## config.mk

```make
export PLATFORM = sky130hd
export DESIGN_NAME = vram_phase_arbiter
export DESIGN_NICKNAME = d
export VERILOG_FILES = /design/src/rtl/vram_arb_pkg.sv /design/src/rtl/vram_bank_mux.sv /design/src/rtl/vram_video_fetch.sv /design/src/rtl/vram_pixel_shifter.sv /design/src/rtl/vram_phase_arbiter.sv
export SDC_FILE = /design/constraint.sdc
export NUM_CORES = 1
export LEC_CHECK = 0
export BUFFER_PORTS_ARGS = -buffer_cell sky130_fd_sc_hd__buf_4
export CAP_MARGIN = 20
export CORE_ASPECT_RATIO = 1.2
export CORE_MARGIN = 3
export CORE_UTILIZATION = 30
export DETAILED_ROUTE_END_ITERATION = 10
export PLACE_DENSITY = 0.68
export SLEW_MARGIN = 30
export SYNTH_ARGS = -nofsm -noshare
export SYNTH_HDL_FRONTEND = slang
export SYNTH_SLANG_ARGS = --single-unit
```

## constraint.sdc

```tcl
create_clock -name clk -period 3.45 [get_ports clk]
set_clock_uncertainty 0.2 [all_clocks]
set_input_delay 0.5175 -clock clk [delete_from_list [all_inputs] [get_ports clk]]
set_output_delay 0.5175 -clock clk [all_outputs]
set_load 0.05 [all_outputs]
```

## src/rtl/vram_arb_pkg.sv

```systemverilog
package vram_arb_pkg;

    localparam int CPU_AW  = 16;
    localparam int BANK_W  = 8;
    localparam int RAM_AW  = 19;
    localparam int DATA_W  = 8;

    typedef struct packed {
        logic [RAM_AW-1:0] addr;
        logic [DATA_W-1:0] wdata;
        logic              we;
        logic              oe;
    } ram_req_t;

    typedef enum logic {
        HALF_VIDEO = 1'b0,
        HALF_CPU   = 1'b1
    } half_e;

    function automatic half_e half_of(input logic phi);
        return phi ? HALF_CPU : HALF_VIDEO;
    endfunction

endpackage

```

## src/rtl/vram_bank_mux.sv

```systemverilog
module vram_bank_mux
    import vram_arb_pkg::*;
#(
    parameter int CA_W = CPU_AW,
    parameter int BK_W = BANK_W,
    parameter int RA_W = RAM_AW,
    parameter int D_W  = DATA_W
) (
    input  logic            clk,
    input  logic            rst,
    input  logic            phi_hi,
    input  logic [CA_W-1:0] cpu_addr,
    input  logic [D_W-1:0]  cpu_dout,
    input  logic            cpu_we,
    input  logic [RA_W-1:0] vaddr,
    input  logic            vid_blank,
    input  logic            vid_wr_req,
    input  logic [D_W-1:0]  vid_wr_data,
    input  logic [D_W-1:0]  ram_rdata,
    output logic [BK_W-1:0] bank_q,
    output logic            vid_we,
    output ram_req_t        req,
    output logic [D_W-1:0]  cpu_din
);
    localparam int KEEP_W = RA_W - CA_W;

    half_e             half;
    logic [RA_W-1:0]   cpu_full;

    assign half = half_of(phi_hi);

    always_ff @(posedge clk) begin
        if (rst) begin
            bank_q <= '0;
        end else if (half == HALF_VIDEO) begin
            bank_q <= cpu_dout[BK_W-1:0];
        end
    end

    generate
        if (KEEP_W > 0) begin : g_banked
            assign cpu_full = {bank_q[KEEP_W-1:0], cpu_addr};
        end else begin : g_flat
            assign cpu_full = cpu_addr[RA_W-1:0];
        end
    endgenerate

    assign vid_we = (half == HALF_VIDEO) && vid_wr_req && vid_blank;

    always_comb begin
        if (half == HALF_CPU) begin
            req.addr  = cpu_full;
            req.wdata = cpu_dout;
            req.we    = cpu_we;
            cpu_din   = ram_rdata;
        end else begin
            req.addr  = vaddr;
            req.wdata = vid_wr_data;
            req.we    = vid_we;
            cpu_din   = '0;
        end
        req.oe = !req.we;
    end

endmodule

```

## src/rtl/vram_video_fetch.sv

```systemverilog
module vram_video_fetch
    import vram_arb_pkg::*;
#(
    parameter int RA_W = RAM_AW,
    parameter int D_W  = DATA_W
) (
    input  logic            clk,
    input  logic            rst,
    input  logic            phi_hi,
    input  logic            vid_we,
    input  logic            frame_start,
    input  logic [RA_W-1:0] frame_base,
    input  logic [D_W-1:0]  ram_rdata,
    output logic [RA_W-1:0] vaddr,
    output logic            load,
    output logic [D_W-1:0]  load_byte
);
    logic phi_prev;
    logic wr_seen;
    logic rise;

    always_ff @(posedge clk) begin
        phi_prev <= phi_hi;
    end

    assign rise      = phi_hi && !phi_prev;
    assign load      = rise && !wr_seen && !rst;

    always_ff @(posedge clk) begin
        if (rst) begin
            vaddr     <= '0;
            load_byte <= '0;
            wr_seen   <= 1'b0;
        end else begin
            if (frame_start) begin
                vaddr <= frame_base;
            end else if (rise) begin
                vaddr <= vaddr + 1'b1;
            end
            if (!phi_hi) begin
                if (!vid_we) begin
                    load_byte <= ram_rdata;
                end
                wr_seen <= wr_seen || vid_we;
            end else if (rise) begin
                wr_seen <= 1'b0;
            end
        end
    end

endmodule

```

## src/rtl/vram_pixel_shifter.sv

```systemverilog
module vram_pixel_shifter
    import vram_arb_pkg::*;
#(
    parameter int D_W = DATA_W
) (
    input  logic           clk,
    input  logic           rst,
    input  logic           load,
    input  logic [D_W-1:0] load_byte,
    input  logic           pix_tick,
    output logic [D_W-1:0] shreg,
    output logic           pix_out
);
    always_ff @(posedge clk) begin
        if (rst) begin
            shreg <= '0;
        end else if (load) begin
            shreg <= load_byte;
        end else if (pix_tick) begin
            shreg <= {shreg[D_W-2:0], 1'b0};
        end
    end

    assign pix_out = shreg[D_W-1];

endmodule

```

## src/rtl/vram_phase_arbiter.sv

```systemverilog
module vram_phase_arbiter
    import vram_arb_pkg::*;
(
    input  logic                clk,
    input  logic                rst,
    input  logic                phi_hi,
    input  logic [CPU_AW-1:0]   cpu_addr,
    input  logic [DATA_W-1:0]   cpu_dout,
    input  logic                cpu_we,
    output logic [DATA_W-1:0]   cpu_din,
    output logic [RAM_AW-1:0]   ram_addr,
    output logic [DATA_W-1:0]   ram_wdata,
    input  logic [DATA_W-1:0]   ram_rdata,
    output logic                ram_we,
    output logic                ram_oe,
    input  logic                vid_frame_start,
    input  logic [RAM_AW-1:0]   vid_frame_base,
    input  logic                vid_blank,
    input  logic                vid_wr_req,
    input  logic [DATA_W-1:0]   vid_wr_data,
    input  logic                pix_tick,
    output logic                pix_out
);
    logic [BANK_W-1:0] bank_q;
    logic [RAM_AW-1:0] vaddr;
    logic              vid_we;
    logic              sh_load;
    logic [DATA_W-1:0] sh_byte;
    logic [DATA_W-1:0] sh_q;
    ram_req_t          req;

    vram_bank_mux u_mux (
        .clk         (clk),
        .rst         (rst),
        .phi_hi      (phi_hi),
        .cpu_addr    (cpu_addr),
        .cpu_dout    (cpu_dout),
        .cpu_we      (cpu_we),
        .vaddr       (vaddr),
        .vid_blank   (vid_blank),
        .vid_wr_req  (vid_wr_req),
        .vid_wr_data (vid_wr_data),
        .ram_rdata   (ram_rdata),
        .bank_q      (bank_q),
        .vid_we      (vid_we),
        .req         (req),
        .cpu_din     (cpu_din)
    );

    vram_video_fetch u_fetch (
        .clk         (clk),
        .rst         (rst),
        .phi_hi      (phi_hi),
        .vid_we      (vid_we),
        .frame_start (vid_frame_start),
        .frame_base  (vid_frame_base),
        .ram_rdata   (ram_rdata),
        .vaddr       (vaddr),
        .load        (sh_load),
        .load_byte   (sh_byte)
    );

    vram_pixel_shifter u_shift (
        .clk       (clk),
        .rst       (rst),
        .load      (sh_load),
        .load_byte (sh_byte),
        .pix_tick  (pix_tick),
        .shreg     (sh_q),
        .pix_out   (pix_out)
    );

    assign ram_addr  = req.addr;
    assign ram_wdata = req.wdata;
    assign ram_we    = req.we;
    assign ram_oe    = req.oe;

endmodule

```

==> flow_metrics.py, run 1 <==
metrics = {
    "logic_synthesis": {
        "synth_fa_ha_area_share_pct": 0.568,
        "syn-instance-count": 264,
        "synthesis.area_um2": 2200,
        "avgSynthCellArea_um2": 8.34,
        "synth_warnings": 0,
        "yosys-top-cells-area": "dfxtp_1 36%, mux2_2 11%, a211oi_1 5.8%",
        "synthFlopType": "dfxtp_1",
        "yosysTopAreaCell": "dfxtp_1",
        "postSynth.asyncResetShare_pct": 0,
        "synth_top_family_by_area": "simple AND/OR/NAND/NOR gates",
        "synth.most_common_cell": "dfxtp_1",
        "synth_cell_types": 35,
        "synth_common_cells": "40 x dfxtp_1, 30 x nand2_1, 28 x nor2_1",
        "muxShareOfSynthArea_pct": 14.8,
        "syn-num-nets": 332,
        "synth-xor-area-share_pct": 4.38,
        "synth_edf_count": 0,
        "ys_seq_elements": 40,
        "synth_compound_area_share_pct": 15.5,
        "synth_simple_gate_area_share_pct": 23.9,
        "synth_top_area_share_pct": 36.4,
        "yosysSeqAreaShare_pct": 36.4,
    },
    "floorplanning": {
        "start_util_pct": 31.6,
        "ios": 105,
        "rows": 33,
        "core_area_um2": 6980,
        "dieArea_um2": 8410,
        "die_w_um": 84.2,
        "fp.dieH_um": 99.9,
    },
    "worst_setup_path": {
        "critPathTopFamily": "simple AND/OR/NAND/NOR gates",
        "crit_type": "in -> reg",
        "cp-end-kind": "flop",
        "critPathBufInv": 1,
        "path_cells": "buf_4, nand4b_1, nor4_1, nand4_1, a311oi_1",
        "crit_fanout": 53,
        "cp_data_arrival_time_ps": 2400,
        "cpMaxStageDelayCell": "nor4_1",
        "startpoint_type": "input pin",
        "cp.required_ps": 3450,
        "slowest_delay_ps": 620,
    },
    "route": {
        "first_pass_iters": 4,
        "wl_um": 6130,
        "vias": 2193,
        "drt_iter0_markers": 105,
        "wl_per_cell_um": 13.7,
        "ant_nets": 0,
        "drc_errors": 0,
        "routed_via_density": 4.91,
    },
    "sta": {
        "setup_viol": 0,
        "tns_ps": 0,
        "max-slew-margin-rel_pct": 62.1,
        "worstMarginPinSlew_ps": 569,
        "drv_slew": 0,
        "finalHoldViolations": 0,
        "rsz0062_at_grt": "no",
        "max_clock_freq_ghz": 0.418,
        "final.min_clock_period_ps": 2390,
        "min_period_over_period_pct": 69.4,
    },
    "clock_network": {
        "root_buffer": "clkbuf_8",
        "numCtsBuffers": 5,
        "cts_resized": 0,
        "post_cts_buffers": 0,
        "path_clk_slew_ps": 80,
        "cts_sinks": 40,
        "h-tree-depth": 2,
        "hold_buffers": 0,
        "insertion_delay_ps": 300,
        "cts_tree": "yes",
        "cts_buffer_depth": 2,
    },
    "placed_design": {
        "port_buffers": 104,
        "dp.cells": 439,
        "globalplace.congestion": 0.771,
        "detailed_place_hpwl_um": 4680,
    },
    "layout": {
        "diodes": 0,
        "final_nets": 427,
        "fillers": 702,
        "layout-drive-gt1-share_pct": 38.6,
        "fin_cells": 447,
        "syn_to_final_growth_pct": 43.1,
    },
    "power": {
        "power.leakage_nw": 1.36,
        "peakVddDrop_mv": 0.202,
        "p_per_area_nw_per_um2": 400,
    },
    "grt": {
        "grt_pass1_vias": 2168,
        "grt_use_total_pct": 15.0,
        "grt_first_pass_wirelength_um": 10400,
        "antenna_found_initial": 0,
        "overflow": 0,
        "grt_max_degree": 54,
    },
    "run_status": {
        "run_status": "finished, final reports clean",
    },
    "flow_run": {
        "drv_cap": 0,
    },
    "hold_path": {
        "hold_path_class": "reg -> reg",
    },
}
[tightest hold or removal path: cells and delay by family, from the launching register on]
kind,cells,cell delay [ps]
AO/OA/AOI/OAI,1,50
flip-flops,1,310
AND/OR/NAND/NOR,1,60
[state kept, by name, indices dropped and copies added (netlist names)]
signal             count
u_mux.bank_q           3
u_fetch.vaddr         19
u_fetch.wr_seen        1
u_fetch.load_byte      8
u_shift.shreg          8
u_fetch.phi_prev       1
[power by group]
group	switching, mW	leakage, nW	internal (mW)
registers	0.0271	0.330	0.490
logic	0.207	0.968	0.144
clock network	0.173	0.0583	0.218
total	0.407	1.36	0.851
[path summary, 6_finish.rpt]
check                                      start                 to  slack [ps]  cells after the start
worst min register to register   u_mux.bank_q[2]    u_mux.bank_q[2]         260                      2
worst max register to register  u_fetch.vaddr[0]  u_fetch.vaddr[16]        1180                      5
worst min-delay path             u_mux.bank_q[2]    u_mux.bank_q[2]         260                      2
worst max-delay path                      phi_hi  u_fetch.vaddr[16]        1060                      5
[cell usage in the layout, fill, tap and decap left out]
cell and count:
nor2b_1 2, nor2_1 28, a211oi_1 17, buf_4 105, a31oi_1 1, or4_4 1, nand3_1 4, nand2_1 30
dfxtp_1 40, or3_1 4, nand3b_1 1, ha_1 1, and2_1 8, mux2i_1 9, xnor2_1 11, or4_1 1
nor3_1 6, and4_1 1, bufinv_16 1, clkbuf_8 5, a31o_2 1, mux2_2 21, clkinv_4 2, nand3b_4 1
a2111oi_0 1, inv_1 9, nand4_2 2, o21ai_0 9, nand2b_1 5, o31a_1 1, a311oi_1 5, nand4b_1 1
nand4_1 3, nor4_1 5, a21oi_1 17, o31ai_1 1
[kinds of logic (layout without fill, tap and decap cells)]
| family | after synthesis | in the layout |
|---|---|---|
| buffers and inverters | 26 | 122 |
| XOR/XNOR | 11 | 11 |
| multiplexers | 30 | 30 |
| AO/OA/AOI/OAI | 53 | 53 |
| adder cells (fa/ha/maj) | 1 | 1 |
| flip-flops | 40 | 40 |
| AND/OR/NAND/NOR | 103 | 103 |
[cell type report]
| cell class | instances | area (um2) | share of cell area, % |
|---|---|---|---|
| clock buffers | 5 | 68.8 | 2.18 |
| flip-flops and latches | 40 | 801 | 25.4 |
| clock inverters | 3 | 47.5 | 1.51 |
| multi-input cells | 198 | 1300 | 41.3 |
| repair buffers | 105 | 788 | 25.0 |
| well taps | 87 | 109 | 3.46 |
| inverters | 9 | 33.8 | 1.07 |
[per-stage QoR]
step	power, mW	hold WS, ps	instance area [um2]	utilization (%)	worst slack [ps]
floorplan	0.748	233	2200	-	27.6
global placement	0.877	244	3030	43.5	838
detailed placement	0.881	248	3030	43.5	775
CTS	1.27	259	3150	45.1	1080
global route	1.32	262	3150	45.1	854
finish	1.26	257	3150	45.1	1060
[routing by layer]
layer,part of all wire [%],up-vias,global-route usage (%)
met5,0,-,0
met4,1.2,0,4.46
met3,5.1,8,3.20
met2,53,58,27.6
met1,41,999,17.3
li1,-,1128,-
No activity file was read; power rests on OpenSTA's default activity.
==> run 2: changes to the inputs <==
==> constraint.sdc (replaced) <==
create_clock -name clk -period 2.25 [get_ports clk]
set_clock_uncertainty 0.2 [all_clocks]
set_input_delay 0.3375 -clock clk [delete_from_list [all_inputs] [get_ports clk]]
set_output_delay 0.3375 -clock clk [all_outputs]
set_load 0.05 [all_outputs]
==> run 2 against run 1 <==
Net effect:
- non-clock buffer count rose by 10
- sequential power rose by 53%
- global-route usage fell by 0.64 points
- utilization rose by 1.1 points
- worst hold slack got worse by 160 ps
- power rose by 52%
- first-iteration DRC count fell by 43%
==> flow_metrics.py, run 2 (synthesis gave the netlist of run 1 again) <==
metrics = {
    "floorplanning": {
        "ios": 105,
        "start_util_pct": 31.6,
        "die_w_um": 84.2,
        "core_area_um2": 6980,
        "dieArea_um2": 8410,
        "fp.dieH_um": 99.9,
        "rows": 33,
    },
    "layout": {
        "top_register": "u_fetch.vaddr",
        "diodes": 0,
        "final_common_cell": "buf_4",
        "layout-drive-gt1-share_pct": 40.3,
        "syn_to_final_growth_pct": 46.6,
        "reg.largest.list": "u_fetch.vaddr: 19 flops, u_fetch.load_byte: 8 flops, u_shift.shreg: 8 flops",
        "largest_reg_flops": 19,
        "fin_cells": 457,
        "mostFrequentLayoutCells": "115 x buf_4, 40 x dfxtp_1, 30 x nand2_1",
        "final_nets": 437,
        "final_core_util_pct": 46.3,
    },
    "clock_network": {
        "post_cts_buffers": 0,
        "hold_buffers": 0,
        "insertion_delay_ps": 290,
        "h-tree-depth": 2,
        "root_buffer": "clkbuf_8",
        "numCtsBuffers": 5,
        "cts_buffer_depth": 2,
        "cts_resized": 0,
        "path_clk_slew_ps": 80,
        "cts_tree": "yes",
        "cts_sinks": 40,
    },
    "sta": {
        "fin_ws_ps": 169,
        "worstMarginPinSlew_ps": 487,
        "min_period_over_period_pct": 92.5,
        "finalHoldViolations": 0,
        "setup_viol": 0,
        "final.min_clock_period_ps": 2080,
        "rsz0062_at_grt": "no",
        "max-slew-margin-rel_pct": 67.5,
        "drv_slew": 0,
        "max_clock_freq_ghz": 0.481,
    },
    "worst_setup_path": {
        "cp.required_ps": 2250,
        "cp-end-kind": "flop",
        "reg2reg_slack_ps": 170,
        "path_cells": "nand3b_4, or4_4, or4_1, a311oi_1",
        "worst_r2r_path_depth": 4,
        "crit_end": "u_fetch.vaddr[17]",
        "cpMaxStageDelayCell": "or4_4",
        "crit_fanout": 8,
        "rr_startpoint": "u_fetch.vaddr[2]",
        "cp_data_arrival_time_ps": 2080,
        "r2r-end": "u_fetch.vaddr[17]",
        "startpoint": "u_fetch.vaddr[2]",
        "slowest_delay_ps": 570,
        "startpoint_type": "flop",
        "crit_type": "reg -> reg",
    },
    "power": {
        "p_per_area_nw_per_um2": 594,
        "pwr-share-seq_pct": 41.3,
        "peakVddDrop_mv": 0.311,
        "p_comb_share_pct": 28.7,
        "total_power_mw": 1.92,
        "clkPwrFrac_pct": 30.0,
        "power.leakage_nw": 1.40,
        "p_sw_share_pct": 31.7,
        "internal_power_mw": 1.31,
        "p_sw_mw": 0.609,
    },
    "placed_design": {
        "port_buffers": 104,
        "dp.cells": 449,
        "globalplace.congestion": 0.794,
        "pre_cts_ws_ps": 130,
        "detailed_place_hpwl_um": 4820,
    },
    "grt": {
        "grt_use_total_pct": 14.3,
        "grt_pass1_vias": 2153,
        "antenna_found_initial": 0,
        "grt_first_pass_wirelength_um": 9930,
        "grt_max_degree": 40,
        "overflow": 0,
    },
    "route": {
        "wl_um": 6110,
        "drc_errors": 0,
        "first_pass_iters": 4,
        "ant_nets": 0,
        "wl_per_cell_um": 13.4,
        "drt_iter0_markers": 60,
        "vias": 2230,
        "routed_via_density": 4.88,
    },
    "hold_path": {
        "hold_path_class": "in -> reg",
    },
    "run_status": {
        "run_status": "finished, final reports clean",
    },
    "flow_run": {
        "drv_cap": 0,
    },
}
run 2: cell types whose count changed in the layout (fill, tap and decap cells not counted), sizes merged:
cell / delta
clkbuf: +1
buf: +10
clkinv: -1
run 2: worst max-delay path, delay by kind of cell, from the launching register on:
family	cells	cell delay (ps)
flip-flops	1	430
AND/OR/NAND/NOR	3	1120
AO/OA/AOI/OAI	1	250
run 2: worst min-delay path by stage:
stage                                     from                    to  cells past startpoint
after floorplan                         phi_hi      u_fetch.phi_prev                      0
after global placement    u_fetch.load_byte[4]  u_fetch.load_byte[4]                      2
after detailed placement  u_fetch.load_byte[2]  u_fetch.load_byte[2]                      2
after CTS                         ram_rdata[7]  u_fetch.load_byte[7]                      3
after global routing              ram_rdata[3]  u_fetch.load_byte[3]                      3
final                             ram_rdata[2]  u_fetch.load_byte[2]                      3
run 2: power groups by stage:
stage / clock network (mW) / logic (mW) / registers, mW
2_1_floorplan: 0 / 0.349 / 0.800
6_report: 0.576 / 0.550 / 0.791
3_3_place_gp: 0 / 0.549 / 0.806
3_5_place_dp: 0 / 0.554 / 0.808
4_1_cts: 0.592 / 0.556 / 0.792
5_1_grt: 0.626 / 0.590 / 0.798
run 2: layout make-up:
class                      instances  area, um2
timing repair buffer             115        863
clock buffer                       6       72.6
sequential                        40        801
multi-input combinational        198       1310
inverter                           9       33.8
clock inverter                     2       35.0
tap                               87        109
fill                             704       3750
run 2: per-stage QoR:
stage	setup TNS (ps)	hold slack [ps]	cell area, um2
2_1_floorplan	-1170	165	2210
3_3_place_gp	0	245	3120
3_5_place_dp	0	251	3120
4_1_cts	0	83.2	3230
5_1_grt	0	95.5	3230
6_report	0	94.6	3230
run 2: layer usage:
layer  share of wire [%]  track usage (%)  vias to the layer above
met5                   0                0                        -
met4                 1.0             3.71                        0
met3                 5.2             3.45                        6
met2                  52             26.1                       59
met1                  41             16.9                     1018
li1                    -                -                     1147
==> run 3: changes to the inputs <==
--- a/config.mk
+++ b/config.mk
@@ -12,6 +12,7 @@
 export CORE_UTILIZATION = 30
 export DETAILED_ROUTE_END_ITERATION = 10
 export PLACE_DENSITY = 0.68
+export RECOVER_POWER = 25
 export SLEW_MARGIN = 30
 export SYNTH_ARGS = -nofsm -noshare
 export SYNTH_HDL_FRONTEND = slang
==> run 3 against run 2 <==
Net effect:
- flip-flop and latch count is the same
- critical path depth stayed put
- utilization decreased by 0.11 points
- sequential share of layout area rose by 0.058 points
- combinational power is essentially flat
- worst hold slack better by 0.97 ps
- fmax up 0.21%
- global-route usage stayed put
==> flow_metrics.py, run 3 (synthesis gave the netlist of run 1 again) <==
metrics = {
    "grt": {
        "overflow": 0,
        "grt_first_pass_wirelength_um": 9930,
        "grt_max_degree": 40,
        "antenna_found_initial": 0,
        "grt_pass1_vias": 2153,
        "grt_use_total_pct": 14.3,
    },
    "clock_network": {
        "h-tree-depth": 2,
        "path_clk_slew_ps": 80,
        "insertion_delay_ps": 290,
        "root_buffer": "clkbuf_8",
        "post_cts_buffers": 0,
        "cts_tree": "yes",
        "cts_resized": 0,
        "cts_buffer_depth": 2,
        "numCtsBuffers": 5,
        "cts_sinks": 40,
        "hold_buffers": 0,
    },
    "power": {
        "pwr-share-seq_pct": 41.3,
        "power.leakage_nw": 1.39,
        "p_sw_mw": 0.607,
        "p_comb_share_pct": 28.7,
        "total_power_mw": 1.92,
        "p_per_area_nw_per_um2": 595,
        "peakVddDrop_mv": 0.310,
        "clkPwrFrac_pct": 30.0,
        "internal_power_mw": 1.31,
        "p_sw_share_pct": 31.7,
    },
    "sta": {
        "final.min_clock_period_ps": 2080,
        "drv_slew": 0,
        "finalHoldViolations": 0,
        "max_clock_freq_ghz": 0.482,
        "setup_viol": 0,
        "min_period_over_period_pct": 92.3,
        "rsz0062_at_grt": "no",
        "worstMarginPinSlew_ps": 596,
        "tns_ps": 0,
        "max-slew-margin-rel_pct": 60.5,
    },
    "floorplanning": {
        "dieArea_um2": 8410,
        "ios": 105,
        "rows": 33,
        "start_util_pct": 31.6,
        "fp.dieH_um": 99.9,
        "core_area_um2": 6980,
        "die_w_um": 84.2,
    },
    "worst_setup_path": {
        "reg2reg_slack_ps": 170,
        "cp_data_arrival_time_ps": 2080,
        "crit_type": "reg -> reg",
        "cp-end-kind": "flop",
        "rr_startpoint": "u_fetch.vaddr[2]",
        "r2r-end": "u_fetch.vaddr[17]",
        "cp.required_ps": 2250,
        "crit_fanout": 8,
        "worst_r2r_path_depth": 4,
        "startpoint_type": "flop",
    },
    "layout": {
        "layout-drive-gt1-share_pct": 39.7,
        "fillers": 704,
        "design_area_um2": 3220,
        "mostFrequentLayoutCells": "113 x buf_4, 40 x dfxtp_1, 30 x nand2_1",
        "final_common_cell": "buf_4",
        "top_register": "u_fetch.vaddr",
        "syn_to_final_growth_pct": 46.3,
        "reg.largest.list": "u_fetch.vaddr: 19 flops, u_fetch.load_byte: 8 flops, u_shift.shreg: 8 flops",
        "final_nets": 437,
        "diodes": 0,
        "largest_reg_flops": 19,
    },
    "route": {
        "first_pass_iters": 4,
        "wl_per_cell_um": 13.4,
        "drt_iter0_markers": 58,
        "vias": 2236,
        "wl_um": 6100,
        "drc_errors": 0,
        "ant_nets": 0,
        "routed_via_density": 4.89,
    },
    "placed_design": {
        "detailed_place_hpwl_um": 4820,
        "globalplace.congestion": 0.794,
        "port_buffers": 104,
        "dpl_cell_area_um2": 3120,
    },
    "hold_path": {
        "hold_path_class": "in -> reg",
        "hold_path_end": "u_fetch.load_byte[2]",
        "holdCritStartpoint": "ram_rdata[2]",
        "holdPathStages": 3,
    },
    "run_status": {
        "run_status": "finished, final reports clean",
    },
    "flow_run": {
        "drv_cap": 0,
    },
}
==> run 3: layer usage <==
layer  routed length [um]  track usage [%]  share of wire [%]
met1                 2520             16.9                 41
met3                  314             3.45                5.1
met5                    0                0                  0
met2                 3200             26.1                 52
met4                   62             3.71                1.0
==> run 3: worst max path at each step <==
stage	from	endpoint	slack, ps	depth (start not counted)
finish	u_fetch.vaddr[2]	u_fetch.vaddr[17]	170	4
global route	u_fetch.vaddr[2]	u_fetch.vaddr[17]	90	4
CTS	u_fetch.vaddr[2]	u_fetch.vaddr[17]	160	4
detailed placement	phi_hi	u_fetch.vaddr[17]	130	5
global placement	phi_hi	u_fetch.vaddr[17]	160	5
floorplan	phi_hi	ram_addr[16]	-270	4
==> run 3: cell type report <==
class | count | area (um2) | share of cell area [%]
Inverter | 9 | 33.8 | 1.05
Sequential cell | 40 | 801 | 24.9
Clock inverter | 2 | 35.0 | 1.09
Multi-Input combinational cell | 198 | 1310 | 40.8
Timing Repair Buffer | 115 | 856 | 26.6
Tap cell | 87 | 109 | 3.38
Clock buffer | 6 | 72.6 | 2.25
==> run 3: critical path: stages, from the launching register on <==
cell	delay, ps
dfxtp_1	430
nand3b_4	140
or4_4	560
or4_1	400
a311oi_1	250
==> run 3: through the flow <==
step / hold WS [ps] / std cells / setup WS (ps) / utilization, %
2_1_floorplan: 165 / 264 / -267 / -
3_3_place_gp: 245 / 449 / 161 / 44.7
3_5_place_dp: 251 / 449 / 130 / 44.7
4_1_cts: 83.2 / 457 / 163 / 46.3
5_1_grt: 95.5 / 457 / 94.2 / 46.2
6_report: 95.6 / 457 / 174 / 46.2
==> run 3: power by group through the flow <==
| stage | sequential (mW) | combinational [mW] | clock (mW) |
|---|---|---|---|
| 2_1_floorplan | 0.800 | 0.349 | 0 |
| 3_3_place_gp | 0.806 | 0.549 | 0 |
| 3_5_place_dp | 0.808 | 0.554 | 0 |
| 4_1_cts | 0.792 | 0.556 | 0.592 |
| 5_1_grt | 0.798 | 0.589 | 0.626 |
| 6_report | 0.791 | 0.549 | 0.574 |
